**config.mk**
```make
export PLATFORM = sky130hd
export DESIGN_NAME = irq_accept_unit
export DESIGN_NICKNAME = d
export VERILOG_FILES = /design/src/rtl/iau_pkg.sv /design/src/rtl/iau_top_finder.sv /design/src/rtl/iau_occ_bank.sv /design/src/rtl/iau_svc_bank.sv /design/src/rtl/irq_accept_unit.sv
export SDC_FILE = /design/constraint.sdc
export NUM_CORES = 2
export LEC_CHECK = 0
export ABC_AREA = 1
export BUFFER_PORTS_ARGS = -buffer_cell sky130_fd_sc_hd__buf_2
export CAP_MARGIN = 5
export CELL_PAD_IN_SITES_DETAIL_PLACEMENT = 1
export CELL_PAD_IN_SITES_GLOBAL_PLACEMENT = 1
export CORE_MARGIN = 4
export CORE_UTILIZATION = 45
export CTS_CLUSTER_DIAMETER = 200
export DETAILED_ROUTE_END_ITERATION = 12
export GPL_ROUTABILITY_DRIVEN = 0
export PLACE_DENSITY_LB_ADDON = 0.05
export SYNTH_ARGS = -nofsm -noshare
export SYNTH_HDL_FRONTEND = slang
export SYNTH_SLANG_ARGS = --single-unit
```
**constraint.sdc**
```tcl
create_clock -name clk -period 30.6 [get_ports clk]
set_input_delay 3.06 -clock clk [delete_from_list [all_inputs] [get_ports clk]]
set_output_delay 3.06 -clock clk [all_outputs]
set_load 0.02 [all_outputs]
```
**src/rtl/iau_pkg.sv**
```systemverilog
package iau_pkg;
   // Reason behind an acceptance decision for one message
   typedef enum logic [2:0] {
      DEC_NONE,
      DEC_ILLEGAL,
      DEC_FULL,
      DEC_FOCUS,
      DEC_PRIO_OK,
      DEC_PRIO_LOW
   } iau_dec_e;

   function automatic logic dec_takes(input iau_dec_e d);
      return (d == DEC_FOCUS) || (d == DEC_PRIO_OK);
   endfunction
endpackage

```
**src/rtl/iau_top_finder.sv**
```systemverilog
// Index of the highest set bit of a vector, plus an any-set flag
module iau_top_finder #(
   parameter int N  = 256,
   parameter int IW = 8
) (
   input  logic [N-1:0]  bits_i,
   output logic          any_o,
   output logic [IW-1:0] idx_o
);
   initial begin
      if (N > (1 << IW)) $error("iau_top_finder: index too narrow");
   end

   always_comb begin
      any_o = 1'b0;
      idx_o = '0;
      for (int i = 0; i < N; i++) begin
         if (bits_i[i]) begin
            any_o = 1'b1;
            idx_o = IW'(i);
         end
      end
   end
endmodule

```
**src/rtl/iau_occ_bank.sv**
```systemverilog
// Per-vector occurrence store: pending flag and full flag per vector
module iau_occ_bank #(
   parameter int N         = 256,
   parameter int IW        = 8,
   parameter int OCC_DEPTH = 2
) (
   input  logic          clk,
   input  logic          rst_n,
   input  logic          inc_en,
   input  logic [IW-1:0] inc_idx,
   input  logic          dec_en,
   input  logic [IW-1:0] dec_idx,
   output logic [N-1:0]  pend_o,
   output logic [N-1:0]  full_o
);
   localparam int CW = $clog2(OCC_DEPTH + 1);

   initial begin
      if (OCC_DEPTH < 1) $error("iau_occ_bank: depth must be at least 1");
   end

   for (genvar g = 0; g < N; g++) begin : g_slot
      logic hit_inc, hit_dec;
      assign hit_inc = inc_en && (inc_idx == IW'(g));
      assign hit_dec = dec_en && (dec_idx == IW'(g));

      if (OCC_DEPTH == 1) begin : g_flag
         logic flag_q;
         always_ff @(posedge clk) begin
            if (!rst_n)       flag_q <= 1'b0;
            else if (hit_inc) flag_q <= 1'b1;
            else if (hit_dec) flag_q <= 1'b0;
         end
         assign pend_o[g] = flag_q;
         assign full_o[g] = flag_q;
      end else begin : g_count
         logic [CW-1:0] cnt_q;
         always_ff @(posedge clk) begin
            if (!rst_n) cnt_q <= '0;
            else begin
               case ({hit_inc, hit_dec})
                  2'b10:   cnt_q <= cnt_q + 1'b1;
                  2'b01:   cnt_q <= cnt_q - 1'b1;
                  default: cnt_q <= cnt_q;
               endcase
            end
         end
         assign pend_o[g] = (cnt_q != '0);
         assign full_o[g] = (cnt_q == CW'(OCC_DEPTH));
      end
   end
endmodule

```
**src/rtl/iau_svc_bank.sv**
```systemverilog
// In-service bit per vector with one set and one clear port
module iau_svc_bank #(
   parameter int N  = 256,
   parameter int IW = 8
) (
   input  logic          clk,
   input  logic          rst_n,
   input  logic          set_en,
   input  logic [IW-1:0] set_idx,
   input  logic          clr_en,
   input  logic [IW-1:0] clr_idx,
   output logic [N-1:0]  svc_o
);
   for (genvar g = 0; g < N; g++) begin : g_bit
      logic b_q;
      always_ff @(posedge clk) begin
         if (!rst_n)                                   b_q <= 1'b0;
         else if (set_en && (set_idx == IW'(g)))       b_q <= 1'b1;
         else if (clr_en && (clr_idx == IW'(g)))       b_q <= 1'b0;
      end
      assign svc_o[g] = b_q;
   end
endmodule

```
**src/rtl/irq_accept_unit.sv**
```systemverilog
module irq_accept_unit
   import iau_pkg::*;
#(
   parameter int VEC_W     = 8,
   parameter int CLS_W     = 4,
   parameter int MIN_VEC   = 16,
   parameter int OCC_DEPTH = 2
) (
   input  logic             clk,
   input  logic             rst_n,
   input  logic             msg_valid,
   input  logic [VEC_W-1:0] msg_vec,
   input  logic             tpr_we,
   input  logic [VEC_W-1:0] tpr_wdata,
   input  logic             eoi,
   output logic             rsp_accept,
   output logic             rsp_reject,
   output logic             irq_pulse,
   output logic [VEC_W-1:0] irq_vec,
   output logic [VEC_W-1:0] proc_prio,
   output logic             illegal_err
);
   localparam int NUM_VEC = 1 << VEC_W;
   localparam int SUB_W   = VEC_W - CLS_W;

   initial begin
      if (CLS_W < 1 || CLS_W >= VEC_W) $error("irq_accept_unit: bad class width");
      if (MIN_VEC < 0 || MIN_VEC >= NUM_VEC) $error("irq_accept_unit: bad lowest vector");
   end

   logic [VEC_W-1:0]   tpr_q;
   logic [NUM_VEC-1:0] pend, full, svc;
   logic               pend_any, svc_any;
   logic [VEC_W-1:0]   pend_top, svc_top;
   logic [CLS_W-1:0]   tpr_cls, svc_cls, pend_cls, msg_cls;
   logic               disp_fire;
   iau_dec_e           dec;

   iau_occ_bank #(.N(NUM_VEC), .IW(VEC_W), .OCC_DEPTH(OCC_DEPTH)) u_occ (
      .clk     (clk),
      .rst_n   (rst_n),
      .inc_en  (msg_valid && dec_takes(dec)),
      .inc_idx (msg_vec),
      .dec_en  (disp_fire),
      .dec_idx (pend_top),
      .pend_o  (pend),
      .full_o  (full)
   );

   iau_svc_bank #(.N(NUM_VEC), .IW(VEC_W)) u_svc (
      .clk     (clk),
      .rst_n   (rst_n),
      .set_en  (disp_fire),
      .set_idx (pend_top),
      .clr_en  (eoi && svc_any),
      .clr_idx (svc_top),
      .svc_o   (svc)
   );

   iau_top_finder #(.N(NUM_VEC), .IW(VEC_W)) u_pend_top (
      .bits_i (pend), .any_o (pend_any), .idx_o (pend_top)
   );

   iau_top_finder #(.N(NUM_VEC), .IW(VEC_W)) u_svc_top (
      .bits_i (svc), .any_o (svc_any), .idx_o (svc_top)
   );

   // Priority classes
   assign tpr_cls  = tpr_q[VEC_W-1 -: CLS_W];
   assign svc_cls  = svc_any ? svc_top[VEC_W-1 -: CLS_W] : '0;
   assign pend_cls = pend_top[VEC_W-1 -: CLS_W];
   assign msg_cls  = msg_vec[VEC_W-1 -: CLS_W];

   // Processor priority: task priority unless a higher-class handler runs
   assign proc_prio = (tpr_cls >= svc_cls) ? tpr_q : {svc_cls, {SUB_W{1'b0}}};

   assign disp_fire = pend_any && (pend_cls > proc_prio[VEC_W-1 -: CLS_W]);

   // Acceptance decision for the message of this cycle
   always_comb begin
      dec = DEC_NONE;
      if (msg_valid) begin
         if (msg_vec < VEC_W'(MIN_VEC))           dec = DEC_ILLEGAL;
         else if (pend[msg_vec] || svc[msg_vec]) dec = full[msg_vec] ? DEC_FULL : DEC_FOCUS;
         else if (msg_cls > tpr_cls)             dec = DEC_PRIO_OK;
         else                                    dec = DEC_PRIO_LOW;
      end
   end

   always_ff @(posedge clk) begin
      if (!rst_n) begin
         tpr_q       <= '0;
         rsp_accept  <= 1'b0;
         rsp_reject  <= 1'b0;
         irq_pulse   <= 1'b0;
         irq_vec     <= '0;
         illegal_err <= 1'b0;
      end else begin
         if (tpr_we) tpr_q <= tpr_wdata;
         rsp_accept <= msg_valid && dec_takes(dec);
         rsp_reject <= msg_valid && !dec_takes(dec);
         irq_pulse  <= disp_fire;
         if (disp_fire) irq_vec <= pend_top;
         if (dec == DEC_ILLEGAL) illegal_err <= 1'b1;
      end
   end
endmodule

```
==> impl_metrics.yaml <==
sta:
  worst_pin_slew_ns: 1.30
  skew_ns: 0.0348
  max_freq_mhz: 51.5
  max-slew-margin-rel: 0.130
  setup_viol: 0
  slew_viol_final: 0
  setup_tns_ns: 0
  fin_crit_sh: 0.635
  hold_viol_final: 0
  period_needed_ns: 19.42
  rsz0062_at_grt: "false"
die:
  initial_core_util: 0.456
  die-area_um2: 120000
  die_x_um: 346
  die_h_um: 346
  core.rowCount: 123
  core-area_um2: 113000
  ios: 41
layout:
  final_cell_mix: "nand2_1 (1464), nor2_1 (1409), inv_1 (1077)"
  area_delta_synth_final_pct: 10.3
  drive_above_1_share: 0.0453
  finish.net_count: 8479
  layout_commonest_cell: "nand2_1"
  n_fill_cell: 15300
global_routing:
  grt_pass1_wl_um: 380000
  track_usage: 0.416
  grt_max_degree: 106
  antenna_found_initial: 19
  first_global_vias: 59300
  grt-ovfl-total: 0
detailed_routing:
  via_per_inst: 6.32
  wl_per_cell_um: 26.9
  dr_wl_met2_um: 107000
  drtIter0Drc: 6987
  routed_wl_um: 263000
  highest_layer: "met5"
  wl_met3_um: 30700
  drt-met1-wl_um: 105000
  final_antenna_net_count: 0
  drc: 0
  dr_total_vias: 61800
  first_pass_iters: 6
critical_path:
  start_kind: "flop"
  rr_startpoint: "u_occ.g_slot[3].g_count.cnt_q[0]$_SDFFE_PN0P_"
  path_max_fanout: 36
  crit_end: "u_occ.g_slot[126].g_count.cnt_q[1]$_SDFFE_PN0P_"
  cp.depth: 263
  crit_required_ns: 31.19
  cp-end-kind: "flop"
  slowest_delay_ns: 0.95
  r2r-end: "u_occ.g_slot[126].g_count.cnt_q[1]$_SDFFE_PN0P_"
  crit_buf_inv: 1
  startpoint: "u_occ.g_slot[3].g_count.cnt_q[0]$_SDFFE_PN0P_"
  crit_type: "flop to flop"
  reg2reg_depth: 263
  cp_common_cell: "nand2_1"
  cp_data_arrival_time_ns: 20.00
  cp_slowest_cell: "nor2_4"
  critPathTopFamily: "simple AND/OR/NAND/NOR gates"
  r2r_slack_ns: 11.18
clock_network:
  max-clock-path-buffers: 3
  clock-sinks: 788
  clk_latency_ns: 0.72
  numCtsBuffers: 95
  post_cts_buffers: 0
  cts_tree: "built"
  root_buffer: "clkbuf_16"
  clkTransAtPathRegs_ns: 0.06
  cts_hold_buf: 0
  cts_resized: 0
  cts_max_level: 3
logic_synthesis:
  ys_seq_elements: 788
  synth_area_um2: 51500
  synth_top_area_cell: "dfxtp_1"
  yosys_warnings: 0
  seq_area_frac_synth: 0.306
  synth_cells: 8259
  synthTopCellsByArea: "dfxtp_1 (31%), nand2_1 (11%), nor2_1 (11%)"
  synth_cell_type_count: 46
  synth_ff_type: "dfxtp_1"
  synth_edf_count: 0
  synthDominantCellAreaShare: 0.306
  syn_avg_cell_area_um2: 6.24
  ys_async_sr_fraction: 0
place:
  dp_hpwl_um: 187000
  port_buffers: 40
hold_path:
  hp-class: "flop to flop"
run:
  cap_violations: 0
outcome:
  run_status: "finished clean"
[cell usage after synthesis (8+ instances only)]
cell,n
nand2_1,1468
nor2_1,1444
inv_1,1081
a21oi_1,979
dfxtp_1,788
o21ai_0,746
ha_1,268
clkbuf_1,250
nand4_1,247
o22ai_1,181
nor3_1,139
nand3_1,101
and3_1,93
o21bai_1,69
xor2_1,62
nor4_1,53
buf_1,52
a221oi_1,37
a22oi_1,24
buf_2,22
o2111ai_1,22
o221ai_1,21
o31ai_1,17
a31oi_1,15
o41ai_1,11
o211ai_1,10
a21boi_0,8
[layer usage]
layer	vias up	track usage
met1	30000	0.540
li1	27400	-
met4	8	0.268
met3	962	0.111
met5	-	0
met2	3477	0.608
[metrics by stage]
stage | hold WS (ns) | cells | instance area (um2) | util | worst slack (ns)
floorplan | 0.443 | 8274 | 51600 | - | 17.49
global route | 0.488 | 9771 | 56800 | 0.502 | 8.79
global placement | 0.434 | 9593 | 53500 | 0.473 | 12.09
detailed placement | 0.460 | 9593 | 53500 | 0.473 | 12.01
finish | 0.465 | 9782 | 56900 | 0.503 | 11.18
CTS | 0.471 | 9771 | 56800 | 0.502 | 11.72
[layout make-up]
cell class / instances / area [um2] / share of cell area
Antenna cell: 11 / 27.5 / 0.000484
Clock buffer: 146 / 2940 / 0.0518
Clock inverter: 32 / 358 / 0.00629
Inverter: 1092 / 4120 / 0.0724
Multi-Input combinational cell: 6067 / 30800 / 0.541
Sequential cell: 788 / 15800 / 0.277
Tap cell: 1500 / 1880 / 0.0330
Timing Repair Buffer: 146 / 1010 / 0.0177
[logic make-up (layout without fill, tap and decap cells)]
| kind of cell | after synthesis | after routing | synth area share |
|---|---|---|---|
| compound gates | 2172 | 2172 | 0.231 |
| xor+xnor | 62 | 62 | 0.0105 |
| fa+ha+maj | 268 | 268 | 0.0651 |
| buf+inv | 1419 | 1416 | 0.104 |
| flops | 788 | 788 | 0.306 |
| other cells | 1 | 27 | 0.0000727 |
| simple gates | 3549 | 3549 | 0.284 |
[worst min path at each step]
stage	from	to	slack, ns	depth (start not counted)
floorplan	u_occ.g_slot[192].g_count.cnt_q[1]$_SDFFE_PN0P_	u_occ.g_slot[192].g_count.cnt_q[1]$_SDFFE_PN0P_	0.44	1
global placement	illegal_err$_SDFFE_PN0N_	illegal_err$_SDFFE_PN0N_	0.43	2
detailed placement	illegal_err$_SDFFE_PN0N_	illegal_err$_SDFFE_PN0N_	0.46	2
CTS	u_svc.g_bit[7].b_q$_SDFFE_PN0P_	u_svc.g_bit[7].b_q$_SDFFE_PN0P_	0.47	2
global route	u_svc.g_bit[7].b_q$_SDFFE_PN0P_	u_svc.g_bit[7].b_q$_SDFFE_PN0P_	0.49	2
finish	illegal_err$_SDFFE_PN0N_	illegal_err$_SDFFE_PN0N_	0.46	2
[tightest hold or removal path, stage by stage, from the launching register on]
cell and delay [ns]:
dfxtp_1 0.31, nand2_1 0.05, nand2_1 0.05
[sequential cells by signal, indices dropped and copies added, names as in the netlist]
name	flops
u_occ.g_slot.g_count.cnt_q	512
u_svc.g_bit.b_q	256
irq_vec	8
tpr_q	8
illegal_err	1
irq_pulse	1
rsp_accept	1
rsp_reject	1
Power is left out: the tool's default activity adds up to more than one toggle a clock period on the data nets, which glitch-free logic cannot reach.
